`src/rtl/l2rs_pkg.sv`:
```
package l2rs_pkg;

    typedef enum logic [1:0] {
        REQ_BLK_RD = 2'b00,
        REQ_UNC_RD = 2'b01,
        REQ_BLK_WR = 2'b10,
        REQ_UNC_WR = 2'b11
    } req_e;

    typedef enum logic [1:0] {
        EXT_WRITE = 2'b00,
        EXT_NULL  = 2'b01,
        EXT_READ  = 2'b10,
        EXT_RSVD  = 2'b11
    } ext_e;

    typedef enum logic [2:0] {
        ST_IDLE,
        ST_HIT,
        ST_FWD,
        ST_FILL,
        ST_WDATA
    } st_e;

endpackage

```
`src/rtl/l2rs_cfg_sample.sv`:
```
module l2rs_cfg_sample #(
    parameter int SAMPLE_N = 4
) (
    input  logic clk,
    input  logic rst_n,
    input  logic pin_i,
    output logic mode_o
);
    logic [SAMPLE_N-1:0] hist_d, hist_q;

    // shift only while reset is held; freeze afterwards
    always_comb begin
        hist_d = hist_q;
        if (!rst_n) hist_d = {hist_q[SAMPLE_N-2:0], pin_i};
    end

    always_ff @(posedge clk) hist_q <= hist_d;

    assign mode_o = &hist_q;

    p_mode_hold_r1: assert property (@(posedge clk) disable iff (!rst_n)
        $past(rst_n) |-> $stable(mode_o));

endmodule

```
`src/rtl/l2rs_tag_match.sv`:
```
module l2rs_tag_match #(
    parameter int TAG_W = 17
) (
    input  logic             vld_i,
    input  logic [TAG_W-1:0] stored_i,
    input  logic [TAG_W-1:0] req_i,
    output logic             hit_o
);
    assign hit_o = vld_i && (stored_i == req_i);
endmodule

```
`src/rtl/l2_req_seq.sv`:
```
module l2_req_seq
    import l2rs_pkg::*;
#(
    parameter int TAG_W      = 17,
    parameter int IDX_W      = 10,
    parameter int LINE_WORDS = 4
) (
    input  logic                           clk,
    input  logic                           rst_n,
    input  logic                           wait_cfg_i,
    input  logic                           cpu_valid_i,
    input  logic [1:0]                     cpu_cmd_i,
    input  logic [TAG_W+IDX_W-1:0]         cpu_line_i,
    input  logic                           cpu_wd_i,
    output logic [IDX_W-1:0]               tag_idx_o,
    input  logic                           tag_rd_vld_i,
    input  logic [TAG_W-1:0]               tag_rd_tag_i,
    output logic                           tag_we_o,
    output logic                           tag_wr_vld_o,
    output logic [TAG_W-1:0]               tag_wr_tag_o,
    output logic                           cache_we_o,
    output logic [$clog2(LINE_WORDS)-1:0]  cache_word_o,
    output logic                           hit_data_o,
    output logic                           sys_valid_o,
    output logic                           sys_release_o,
    output logic                           latch_oe_o,
    input  logic                           sys_ret_i,
    input  logic                           ext_valid_i,
    input  logic [1:0]                     ext_cmd_i,
    output logic                           cpu_ext_valid_o
);
    localparam int LINE_AW = TAG_W + IDX_W;
    localparam int CNT_W   = $clog2(LINE_WORDS);
    localparam logic [CNT_W-1:0] LAST_WORD = CNT_W'(LINE_WORDS - 1);

    typedef struct packed {
        st_e              st;
        logic             miss;
        logic             dly;
        logic [CNT_W-1:0] cnt;
        logic [LINE_AW-1:0] line;
    } seq_t;

    seq_t d, q;
    req_e cmd;
    ext_e ecmd;
    logic wait_mode, hit, idle, accept;
    logic [TAG_W-1:0] req_tag, held_tag;
    logic [IDX_W-1:0] req_idx, held_idx;

    assign cmd      = req_e'(cpu_cmd_i);
    assign ecmd     = ext_e'(ext_cmd_i);
    assign req_tag  = cpu_line_i[LINE_AW-1 -: TAG_W];
    assign req_idx  = cpu_line_i[IDX_W-1:0];
    assign held_tag = q.line[LINE_AW-1 -: TAG_W];
    assign held_idx = q.line[IDX_W-1:0];
    assign idle     = (q.st == ST_IDLE);
    assign accept   = rst_n && idle && cpu_valid_i;

    l2rs_cfg_sample #(.SAMPLE_N(4)) u_cfg (
        .clk(clk), .rst_n(rst_n), .pin_i(wait_cfg_i), .mode_o(wait_mode)
    );

    l2rs_tag_match #(.TAG_W(TAG_W)) u_match (
        .vld_i(tag_rd_vld_i), .stored_i(tag_rd_tag_i), .req_i(req_tag), .hit_o(hit)
    );

    assign tag_idx_o       = idle ? req_idx : held_idx;
    assign tag_wr_tag_o    = idle ? req_tag : held_tag;
    assign tag_wr_vld_o    = tag_we_o;
    assign cache_word_o    = q.cnt;
    assign cpu_ext_valid_o = ext_valid_i && (ecmd == EXT_WRITE || ecmd == EXT_NULL);

    always_comb begin
        d             = q;
        tag_we_o      = 1'b0;
        cache_we_o    = 1'b0;
        hit_data_o    = 1'b0;
        sys_valid_o   = 1'b0;
        sys_release_o = 1'b0;
        latch_oe_o    = 1'b0;
        if (rst_n) begin
            unique case (q.st)
                ST_IDLE: if (cpu_valid_i) begin
                    d.line = cpu_line_i;
                    d.cnt  = '0;
                    unique case (cmd)
                        REQ_BLK_RD: begin
                            d.miss = !hit;
                            d.st   = hit ? ST_HIT : ST_FWD;
                            d.dly  = hit ? wait_mode : 1'b1;
                        end
                        REQ_UNC_RD: begin
                            d.miss = 1'b0;
                            d.st   = ST_FWD;
                            d.dly  = 1'b0;
                        end
                        REQ_BLK_WR: begin
                            sys_valid_o = 1'b1;
                            tag_we_o    = 1'b1;
                            d.st        = ST_WDATA;
                        end
                        REQ_UNC_WR: sys_valid_o = 1'b1;
                        default: d.st = ST_IDLE;
                    endcase
                end
                ST_HIT: begin
                    if (q.dly) d.dly = 1'b0;
                    else begin
                        hit_data_o = 1'b1;
                        d.st       = ST_IDLE;
                    end
                end
                ST_FWD: begin
                    if (q.dly) d.dly = 1'b0;
                    else begin
                        sys_valid_o   = 1'b1;
                        latch_oe_o    = 1'b1;
                        sys_release_o = q.miss;
                        d.st          = ST_FILL;
                    end
                end
                ST_FILL: if (sys_ret_i) begin
                    cache_we_o = q.miss;
                    d.cnt      = q.cnt + 1'b1;
                    if (!q.miss || q.cnt == LAST_WORD) begin
                        tag_we_o = q.miss;
                        d.st     = ST_IDLE;
                    end
                end
                ST_WDATA: if (cpu_wd_i) begin
                    cache_we_o = 1'b1;
                    d.cnt      = q.cnt + 1'b1;
                    if (q.cnt == LAST_WORD) d.st = ST_IDLE;
                end
                default: d.st = ST_IDLE;
            endcase
        end
    end

    always_ff @(posedge clk or negedge rst_n) begin
        if (!rst_n) begin
            q.st   <= ST_IDLE;
            q.miss <= 1'b0;
            q.dly  <= 1'b0;
            q.cnt  <= '0;
            q.line <= '0;
        end else begin
            q <= d;
        end
    end

    // ---------------- assertions ----------------
    always_ff @(posedge clk) begin
        if (!rst_n) begin
            p_quiet_in_reset_r2: assert (!(tag_we_o || cache_we_o || hit_data_o ||
                                          sys_valid_o || sys_release_o || latch_oe_o));
        end
    end

    p_hit_no_fwd_r3: assert property (@(posedge clk) disable iff (!rst_n)
        (q.st == ST_HIT) |-> !sys_valid_o);

    p_miss_two_late_r4: assert property (@(posedge clk) disable iff (!rst_n)
        (accept && cmd == REQ_BLK_RD && !tag_rd_vld_i) |=> !sys_valid_o ##1
        (sys_valid_o && sys_release_o && latch_oe_o));

    p_release_replay_r4: assert property (@(posedge clk) disable iff (!rst_n)
        sys_release_o |-> (sys_valid_o && latch_oe_o));

    p_fill_tag_last_r5: assert property (@(posedge clk) disable iff (!rst_n)
        (tag_we_o && q.st == ST_FILL) |-> (cache_we_o && cache_word_o == LAST_WORD));

    p_unc_rd_fwd_r6: assert property (@(posedge clk) disable iff (!rst_n)
        (accept && cmd == REQ_UNC_RD) |=> (sys_valid_o && latch_oe_o && !sys_release_o));

    p_unc_fill_nowr_r6: assert property (@(posedge clk) disable iff (!rst_n)
        (q.st == ST_FILL && !q.miss) |-> (!cache_we_o && !tag_we_o));

    p_bwr_same_cyc_r7: assert property (@(posedge clk) disable iff (!rst_n)
        (accept && cmd == REQ_BLK_WR) |-> (sys_valid_o && tag_we_o && tag_wr_vld_o));

    p_uwr_nowrite_r9: assert property (@(posedge clk) disable iff (!rst_n)
        (accept && cmd == REQ_UNC_WR) |-> (sys_valid_o && !tag_we_o && !cache_we_o));

    p_invalid_miss_r10: assert property (@(posedge clk) disable iff (!rst_n)
        (accept && cmd == REQ_BLK_RD && !tag_rd_vld_i) |=> (q.st == ST_FWD));

    p_ext_read_drop_r11: assert property (@(posedge clk) disable iff (!rst_n)
        (ext_valid_i && (ecmd == EXT_READ || ecmd == EXT_RSVD)) |-> !cpu_ext_valid_o);

    p_busy_ignore_r12: assert property (@(posedge clk) disable iff (!rst_n)
        (q.st == ST_WDATA) |-> (!sys_valid_o && !tag_we_o));

endmodule

```
`config.mk`:
```
export PLATFORM = sky130hd
export DESIGN_NAME = l2_req_seq
export DESIGN_NICKNAME = d
export VERILOG_FILES = /design/src/rtl/l2rs_pkg.sv /design/src/rtl/l2rs_cfg_sample.sv /design/src/rtl/l2rs_tag_match.sv /design/src/rtl/l2_req_seq.sv
export SDC_FILE = /design/constraint.sdc
export NUM_CORES = 1
export LEC_CHECK = 0
export BUFFER_PORTS_ARGS = -buffer_cell sky130_fd_sc_hd__buf_2
export CORE_ASPECT_RATIO = 2
export CORE_UTILIZATION = 45
export CTS_BUF_LIST = sky130_fd_sc_hd__clkbuf_4
export DETAILED_ROUTE_END_ITERATION = 7
export PLACE_DENSITY = 0.77
export SKIP_LAST_GASP = 1
export SYNTH_ARGS = -nofsm -noshare
export SYNTH_HDL_FRONTEND = slang
export SYNTH_SLANG_ARGS = --single-unit
```
`constraint.sdc`:
```
create_clock -name clk -period 2.5 [get_ports clk]
set_clock_uncertainty 0.05 [all_clocks]
set_input_delay 0.125 -clock clk [delete_from_list [all_inputs] [get_ports clk]]
set_output_delay 0.125 -clock clk [all_outputs]
set_load 0.03 [all_outputs]
```
Word level (Yosys, flattened, before mapping)
Cells that the tools add are included.

Flip-flop bits (word level): 38. Latch bits: 0. Memory bits (writable): 0. ROM bits: 0. Input bits: 56. Output and inout port bits: 37. Word-level logic and storage cells: 86. Memories kept: 0.

Add/sub/neg operators: 1. Multiply operators: 0. Divide/modulo/power cells: 0. Order comparisons: 0. Equality and inequality tests: 19. Shift-type cells: 0. Muxes and demuxes: 40. Bitwise logic cells: 0. Reduce and logical (&&, ||, !) cells: 20.

Operators by type and width (number): 34-bit 2-to-1 mux (1); 1-bit 2-to-1 mux (20); 3-bit 2-to-1 mux (6); 17-bit == test (1); 17-bit 2-to-1 mux (1); 3-bit one-hot mux with 5 select lines (1); 2-bit != test, second input constant (7); 4-bit AND reduction (3); 10-bit 2-to-1 mux (1); 3-bit one-hot mux with 3 select lines (1); 9-bit AND reduction (1); 1-bit one-hot mux with 2 select lines (4); 2-bit == test, second input constant (3); 3-bit by 2-bit == test with 1-bit output, second input constant (2); 2-bit 2-to-1 mux (3); 2-bit one-hot mux with 3 select lines (1); 5-bit AND reduction (1); 2-bit by 1-bit == test with 1-bit output, second input constant (2); 2-bit zero test (2); 4-bit by 1-bit != test with 1-bit output, second input constant (1); 2-bit one-hot mux with 2 select lines (1); 2-bit nonzero test (2); 2-bit OR reduction (2); 3-bit by 1-bit == test with 1-bit output, second input constant (1); other kinds (9) (12).

Logic depth before layout (Yosys ltp)
Gate-level depths: netlist (run 1).

Word-level depth: 6. Depth in mapped cells: 7. Depth with buffers taken out: 7.

By module
A second synthesis (run 1) with hierarchy kept.

Cell total of the unflattened synthesis: 205. Area total of the unflattened synthesis: 2393.5 um^2.

By module, submodules not included: l2_req_seq (instances 1, cells an instance 176, area an instance 2069.5 um^2, sequential area each 850.8 um^2); l2rs_tag_match (instances 1, cells an instance 23, area an instance 191.4 um^2, sequential area each 0.0 um^2); l2rs_cfg_sample (instances 1, cells an instance 6, area an instance 132.6 um^2, sequential area each 120.1 um^2).

Worst setup path before layout (run 1)
Ideal clock, no wire load.

Path kind: register to output. Start point: register q[31] (netlist bit). End point: output tag_wr_vld_o. Arrival: 2259 ps. Data required time: 2325 ps. Setup slack: 66 ps. Stages on the path, launching flop included: 8. Path buffers: 2. Cell sequence: dfrtp_1 -> nor2_2 -> inv_2 -> nor2_8 -> buf_6 -> nand3_1 -> a221oi_1 -> buf_4.

Cells in the longest elaborated chain, start to end: 3. Elaborated cells on any way between the ends: 4. Classes of those cells: eq/ne (1); mux (2); reduce/logical (1).

Ends and longest elaborated chain: start: declaration (line l2_req_seq.sv:44) `seq_t d, q;`; 3-bit by 2-bit == test with 1-bit output or 3-bit zero test (tied branches) (line l2_req_seq.sv:83) `unique case (q.st)`; 1-bit one-hot mux with 2 select lines (*) (line l2_req_seq.sv:83); 1-bit 2-to-1 mux (*) (line l2_req_seq.sv:82) `if (rst_n) begin`; end: declaration (line l2_req_seq.sv:19) `output logic tag_wr_vld_o,`.

Mark *: on every way between the ends. The rest lies on a longest branch, timed or not.

Worst setup path after layout (run 1)
Start point: register q[31] (netlist bit). End point: output tag_idx_o[2].

Cells in the longest elaborated chain, start to end: 2.

Ends and longest elaborated chain: 3-bit zero test (line l2_req_seq.sv:57) `assign idle = (q.st == ST_IDLE);`; 10-bit 2-to-1 mux (line l2_req_seq.sv:68) `assign tag_idx_o = idle ? req_idx : held_idx;`; end: declaration (line l2_req_seq.sv:15) `output logic [IDX_W-1:0] tag_idx_o,`.

Every way passes these cells.

==> results.py, run 1 <==
metrics = {
    "cts": {
        "htree_levels": 2,
        "clk_latency_ns": 0.36,
        "clk_pin_slew_ns": 0.11,
        "cts_max_path_buffers": 2,
        "cts_buffers": 5,
        "cts_setup_buffers": 0,
        "clock_sinks": 38,
        "cts_tree": "yes",
        "cts_root_buf": "clkbuf_4",
    },
    "sta": {
        "tns_ns": 0,
        "fin_crit_sh": 0.9088,
        "rsz0062_at_grt": "false",
        "relSlewSlack": 0.6213,
        "holdWs_ns": 0.08234,
        "clock.fmax_ghz": 0.4401,
        "setup_violations": 0,
        "hold_violations": 0,
        "min_period_ns": 2.272,
        "final-max-slew-violation-count": 0,
        "tightest_slew_ns": 0.5681,
    },
    "critical_path": {
        "arrival_ns": 2.10,
        "cp-start-kind": "flip-flop",
        "critical_path_required_ns": 2.33,
        "crit_chain": "nor2_2 -> inv_2 -> nor2_8 -> buf_12 -> mux2_2 -> buf_2",
        "critPathMaxFanout": 15,
        "startpoint": "q[31]$_DFFE_PN0P_",
        "cp-end-kind": "primary output",
        "critPathMaxStageDelay_ns": 0.51,
        "path_class": "reg2out",
        "r2r_start": "q[33]$_DFFE_PN0P_",
        "cp_slowest_cell": "dfrtp_2",
        "cp_num_buf_inv": 3,
        "crit_family": "flip-flops",
    },
    "synth": {
        "ys_types": 41,
        "synthTopCellsByArea": "dfrtp_1, mux2_2, xor2_1",
        "synth_top_area_cell": "dfrtp_1",
        "ys.warnings.count": 0,
        "syn_avg_cell_area_um2": 11.39,
        "synth_nets": 266,
        "synth_top_area_share": 0.3644,
        "syn_area_um2": 2335,
        "synthCells": 205,
        "synth-seq-cells": 38,
        "synth_seq_area_share": 0.4159,
    },
    "floorplanning": {
        "die_y_um": 103.9,
        "ioPinCount": 93,
        "dieWidth_um": 52.93,
        "coreArea_um2": 4910,
        "initial_utilization": 0.4755,
        "rows": 36,
        "die_area_um2": 5498,
    },
    "drt": {
        "drtPass1Iterations": 4,
        "vias_per_cell": 5.424,
        "wirelength_mm": 6.035,
        "route.met3.wl_um": 295,
        "met1_length_mm": 2.174,
        "highest_layer": "met4",
        "num_vias": 2083,
        "ant_nets": 0,
        "wl_met2_mm": 3.318,
        "first_iter_violations": 45,
        "wl_per_cell_um": 15.72,
        "drc": 0,
    },
    "global_route": {
        "grt_max_degree": 30,
        "antenna_found_initial": 0,
        "grt_overflow": 0,
        "grt_pass1_wl_mm": 10.23,
        "grt_pass1_vias": 2215,
        "gr-usage-all-layers": 0.2513,
    },
    "power_and_ir_drop": {
        "total_leakage_power_uw": 0.001504,
        "peakVddDrop_v": 0.0009811,
        "power.density_nw_per_um2": 1205,
    },
    "layout": {
        "regArea_um2": 973.4,
        "syn2layout_area_growth_pct": 37.89,
        "finalInstanceArea_um2": 3219,
        "fillers": 363,
        "instances_no_fill": 384,
        "layout.nets": 387,
        "multi_input_comb_area_um2": 1286,
        "fin_util": 0.6557,
        "antennaDiodeCount": 0,
        "layout-drive-gt1-share": 0.5076,
    },
    "status": {
        "status": "completed",
    },
    "placement": {
        "io_buffers": 91,
        "dpl.cell_count": 347,
        "placed_area_um2": 2843,
        "dp_hpwl_mm": 4.166,
        "gp_congestion": 0.8202,
    },
    "run": {
        "maxCapViolCount": 0,
    },
    "worst_hold_path": {
        "hold_path.class": "in2async",
    },
}
## per-stage QoR
| stage | setup WS, ns | power [µW] |
|---|---|---|
| 5_1_grt | 0.02902 | 4087 |
| 3_3_place_gp | 0.5619 | 3342 |
| 2_1_floorplan | 0.06564 | 2821 |
| 3_5_place_dp | 0.5372 | 3395 |
| 4_1_cts | 0.1245 | 3855 |
| 6_report | 0.2280 | 3879 |
## cell families after synthesis
logic type,share of synthesized area
compound gates,0.06378
xor+xnor,0.06377
fa+ha+maj,0.02680
buf+inv,0.03590
flops,0.4159
mux,0.2647
simple gates,0.1292
## per-layer routing
layer  vias to the layer above  global-route usage
met3                        21             0.05117
li1                        985                   -
met5                         -                   0
met2                        80              0.4349
met1                       997              0.2715
met4                         0              0.1297
## what timing repair did
item	CTS	global route
setup endpoints to repair	0	2
hold endpoints to repair	62	0
resized for setup	0	3
hold buffers	29	0
## cell type report
cell class	count	share of cell area
Multi-Input combinational cell	152	0.3995
Sequential cell	38	0.3024
Timing Repair Buffer	125	0.2472
Tap cell	57	0.02215
Clock inverter	3	0.01244
Clock buffer	5	0.01166
Inverter	4	0.004664
## flip-flops by register name (all words and copies together), names as in the netlist
| register | cells |
|---|---|
| u_cfg.hist_q | 4 |
| held_tag | 17 |
| cache_word_o | 2 |
| q | 5 |
| held_idx | 10 |
## cell usage in the layout, fill, tap and decap left out, drive strengths merged, types with 4 or more instances in the layout
master,Yosys,layout
nand2b,5,5
inv,4,4
ha,5,5
nor3,4,4
mux2,54,54
nand2,6,6
buf,11,96
dfrtp,34,34
a21oi,4,4
clkbuf,0,5
nor4,4,4
nor2,11,11
o21ai,13,13
dlygate4sd3,0,29
xor2,16,16
nand3,7,7
edfxtp,4,4
## final timing paths
| kind | endpoint | slack, ns | depth (start not counted) |
|---|---|---|---|
| hold reg to reg | u_cfg.hist_q[2]$_DFFE_PN_ | 0.41 | 0 |
| max in group asynchronous | held_tag[12]$_DFFE_PN0P_ | 1.71 | 3 |
| hold / removal | q[33]$_DFFE_PN0P_ | 0.08 | 2 |
| min in group clk | q[33]$_DFFE_PN0P_ | 0.08 | 3 |
| setup reg to reg | q[29]$_DFFE_PN0P_ | 0.58 | 5 |
| setup / recovery | tag_idx_o[2] | 0.23 | 6 |
## report_power, final
| part | internal, µW | switching [µW] | total [µW] |
|---|---|---|---|
| clock network | 207 | 216 | 423 |
| registers | 898 | 215 | 1110 |
| logic | 997 | 1350 | 2340 |
## cell usage after synthesis
library cell	n
nor4b_2	1
and2_1	2
and4_1	1
nand2b_1	5
nand4b_1	1
mux2_2	54
nor4b_1	1
a22oi_1	1
buf_2	7
nor2b_1	1
buf_6	1
xnor2_1	1
o21bai_1	1
ha_1	5
o31a_1	1
o31ai_1	2
buf_4	3
a21o_1	1
a211o_1	1
nor2_8	1
o21ai_0	9
inv_2	1
nor4_1	4
nand3b_1	1
or2_2	1
nor3_1	4
a21oi_1	4
nor2_2	1
or3b_1	2
inv_1	3
nand3_1	7
nand2_1	6
nor4bb_1	1
xor2_1	16
o21ai_1	4
nand4_1	1
edfxtp_1	4
dfrtp_1	34
mux2i_1	1
nor2_1	9
a221oi_1	1
No activity file was read; power rests on OpenSTA's default activity.
==> run 2, diff against run 1 <==
- PLACE_DENSITY: 0.77 -> 0.75
==> run 2 against run 1 <==
  * Sequential power is 4% lower
  * Sequential cell count stayed put
  * Combinational power rose by 3%
  * Global-route usage decreased by 0.080 points
  * Sequential share of layout area barely moved
  * Hold slack got worse by 0.012 ns
  * Via count shrank 0.91%
  * Routed wire length is 2.4% higher
  * Fmax fell by 0.16%
==> results.py, run 2 (same netlist as run 1, synthesis figures left out) <==
metrics = {
    "drt": {
        "route.met3.wl_um": 366,
        "drtPass1Iterations": 4,
        "highest_layer": "met4",
        "wl_per_cell_um": 16.00,
        "drc": 0,
        "num_vias": 2064,
        "wl_met2_mm": 3.460,
        "vias_per_cell": 5.347,
        "met1_length_mm": 2.082,
        "ant_nets": 0,
        "first_iter_violations": 44,
        "wirelength_mm": 6.177,
    },
    "critical_path": {
        "path_class": "reg2out",
        "r2r_start": "q[33]$_DFFE_PN0P_",
        "arrival_ns": 2.10,
        "cp-start-kind": "flip-flop",
        "critical_path_required_ns": 2.33,
        "critPathMaxFanout": 15,
        "startpoint": "q[31]$_DFFE_PN0P_",
        "cp-end-kind": "primary output",
    },
    "layout": {
        "largest_reg_flops": 17,
        "final_cell_mix": "buf_2, mux2_2, dfrtp_1",
        "fin_util": 0.6539,
        "instances_no_fill": 386,
        "fillers": 370,
        "final_common_cell": "buf_2",
        "finalInstanceArea_um2": 3211,
        "layout-drive-gt1-share": 0.4939,
        "syn2layout_area_growth_pct": 37.51,
        "layout.nets": 388,
    },
    "cts": {
        "clk_latency_ns": 0.35,
        "cts_tree": "yes",
        "cts_max_path_buffers": 2,
        "cts_root_buf": "clkbuf_4",
        "clk_pin_slew_ns": 0.10,
        "htree_levels": 2,
        "cts_buffers": 5,
        "cts_setup_buffers": 0,
        "clock_sinks": 38,
    },
    "sta": {
        "clock.fmax_ghz": 0.4394,
        "tns_ns": 0,
        "min_period_ns": 2.276,
        "setup_violations": 0,
        "rsz0062_at_grt": "false",
        "hold_violations": 0,
        "fin_crit_sh": 0.9102,
        "final-max-slew-violation-count": 0,
        "holdWs_ns": 0.07030,
        "relSlewSlack": 0.6393,
        "tightest_slew_ns": 0.5410,
    },
    "global_route": {
        "grt_pass1_vias": 2164,
        "gr-usage-all-layers": 0.2505,
        "grt_overflow": 0,
        "antenna_found_initial": 1,
        "grt_pass1_wl_mm": 10.06,
        "grt_max_degree": 37,
    },
    "placement": {
        "gp_congestion": 0.8233,
        "dp_hpwl_mm": 4.109,
        "dpl.cell_count": 348,
        "placed_area_um2": 2863,
        "io_buffers": 91,
    },
    "power_and_ir_drop": {
        "total_leakage_power_uw": 0.001501,
        "power.density_nw_per_um2": 1175,
        "clock_power_share": 0.079,
        "switching_power_uw": 1765,
        "pwr-share-seq": 0.284,
        "peakVddDrop_v": 0.001037,
        "switching_share": 0.4677,
        "comb_power_share": 0.637,
        "p_int_uw": 2008,
    },
    "floorplanning": {
        "ioPinCount": 93,
        "rows": 36,
        "die_area_um2": 5498,
        "coreArea_um2": 4910,
        "initial_utilization": 0.4755,
        "dieWidth_um": 52.93,
        "die_y_um": 103.9,
    },
    "worst_hold_path": {
        "hold_path.class": "in2reg",
        "hp-start": "cpu_valid_i",
    },
    "status": {
        "status": "completed",
    },
    "run": {
        "maxCapViolCount": 0,
    },
}
[run 2: cell count changes in the layout (fill, tap and decap cells not counted)]
cell,delta
clkinv_1,+3
dfrtp_2,-2
clkinv_2,-2
dfrtp_1,+2
buf_12,+1
diode_2,+1
bufinv_16,-1
[run 2: critical path, cell delays in order, from the launching register on]
cell     delay, ns
dfrtp_1       0.40
nor2_2        0.24
inv_2         0.11
nor2_8        0.26
buf_12        0.19
mux2_2        0.36
buf_2         0.18
[run 2: per-layer routing]
layer | track usage | vias up
li1 | - | 983
met1 | 0.2488 | 980
met2 | 0.4448 | 82
met3 | 0.06287 | 19
met4 | 0.1335 | 0
met5 | 0 | -
[run 2: cell type report]
type	instances	area (µm²)	area share
timing repair buffer	126	815.8	0.2541
clock inverter	3	11.26	0.003507
sequential	38	970.9	0.3024
multi-input combinational	152	1286	0.4006
antenna	1	2.502	0.0007794
inverter	4	15.01	0.004677
tap	57	71.32	0.02221
clock buffer	5	37.54	0.01169
[run 2: worst paths after layout]
kind                                                  end  slack [ns]  cells after the start
worst min-delay path                    q[33]$_DFFE_PN0P_        0.07                      3
max in group asynchronous        held_tag[14]$_DFFE_PN0P_        1.73                      3
worst min register to register  u_cfg.hist_q[2]$_DFFE_PN_        0.40                      0
worst max-delay path                         tag_idx_o[9]        0.22                      6
min in group asynchronous         held_idx[7]$_DFFE_PN0P_        0.34                      3
worst max register to register   held_tag[12]$_DFFE_PN0P_        0.51                      4
[run 2: power by group through the flow]
| stage | Clock (µW) | Sequential (µW) | Combinational [µW] |
|---|---|---|---|
| 6_report | 297 | 1070 | 2400 |
| 5_1_grt | 333 | 1110 | 2540 |
| 4_1_cts | 310 | 1060 | 2380 |
| 3_5_place_dp | 0 | 1080 | 2330 |
| 3_3_place_gp | 0 | 1060 | 2300 |
| 2_1_floorplan | 0 | 1020 | 1800 |
[run 2: what timing repair did]
| item | in CTS | in global routing |
|---|---|---|
| hold endpoints to repair | 62 | 0 |
| hold buffers | 29 | 0 |
| endpoints found under the setup margin | 0 | 2 |
| gates resized for setup | 0 | 1 |
[run 2: stage by stage]
| step | worst slack [ns] | power (µW) |
|---|---|---|
| final | 0.2244 | 3773 |
| after global routing | 0.09425 | 3983 |
| after CTS | 0.1508 | 3750 |
| after detailed placement | 0.5316 | 3410 |
| after global placement | 0.5608 | 3357 |
| after floorplan | 0.06564 | 2821 |
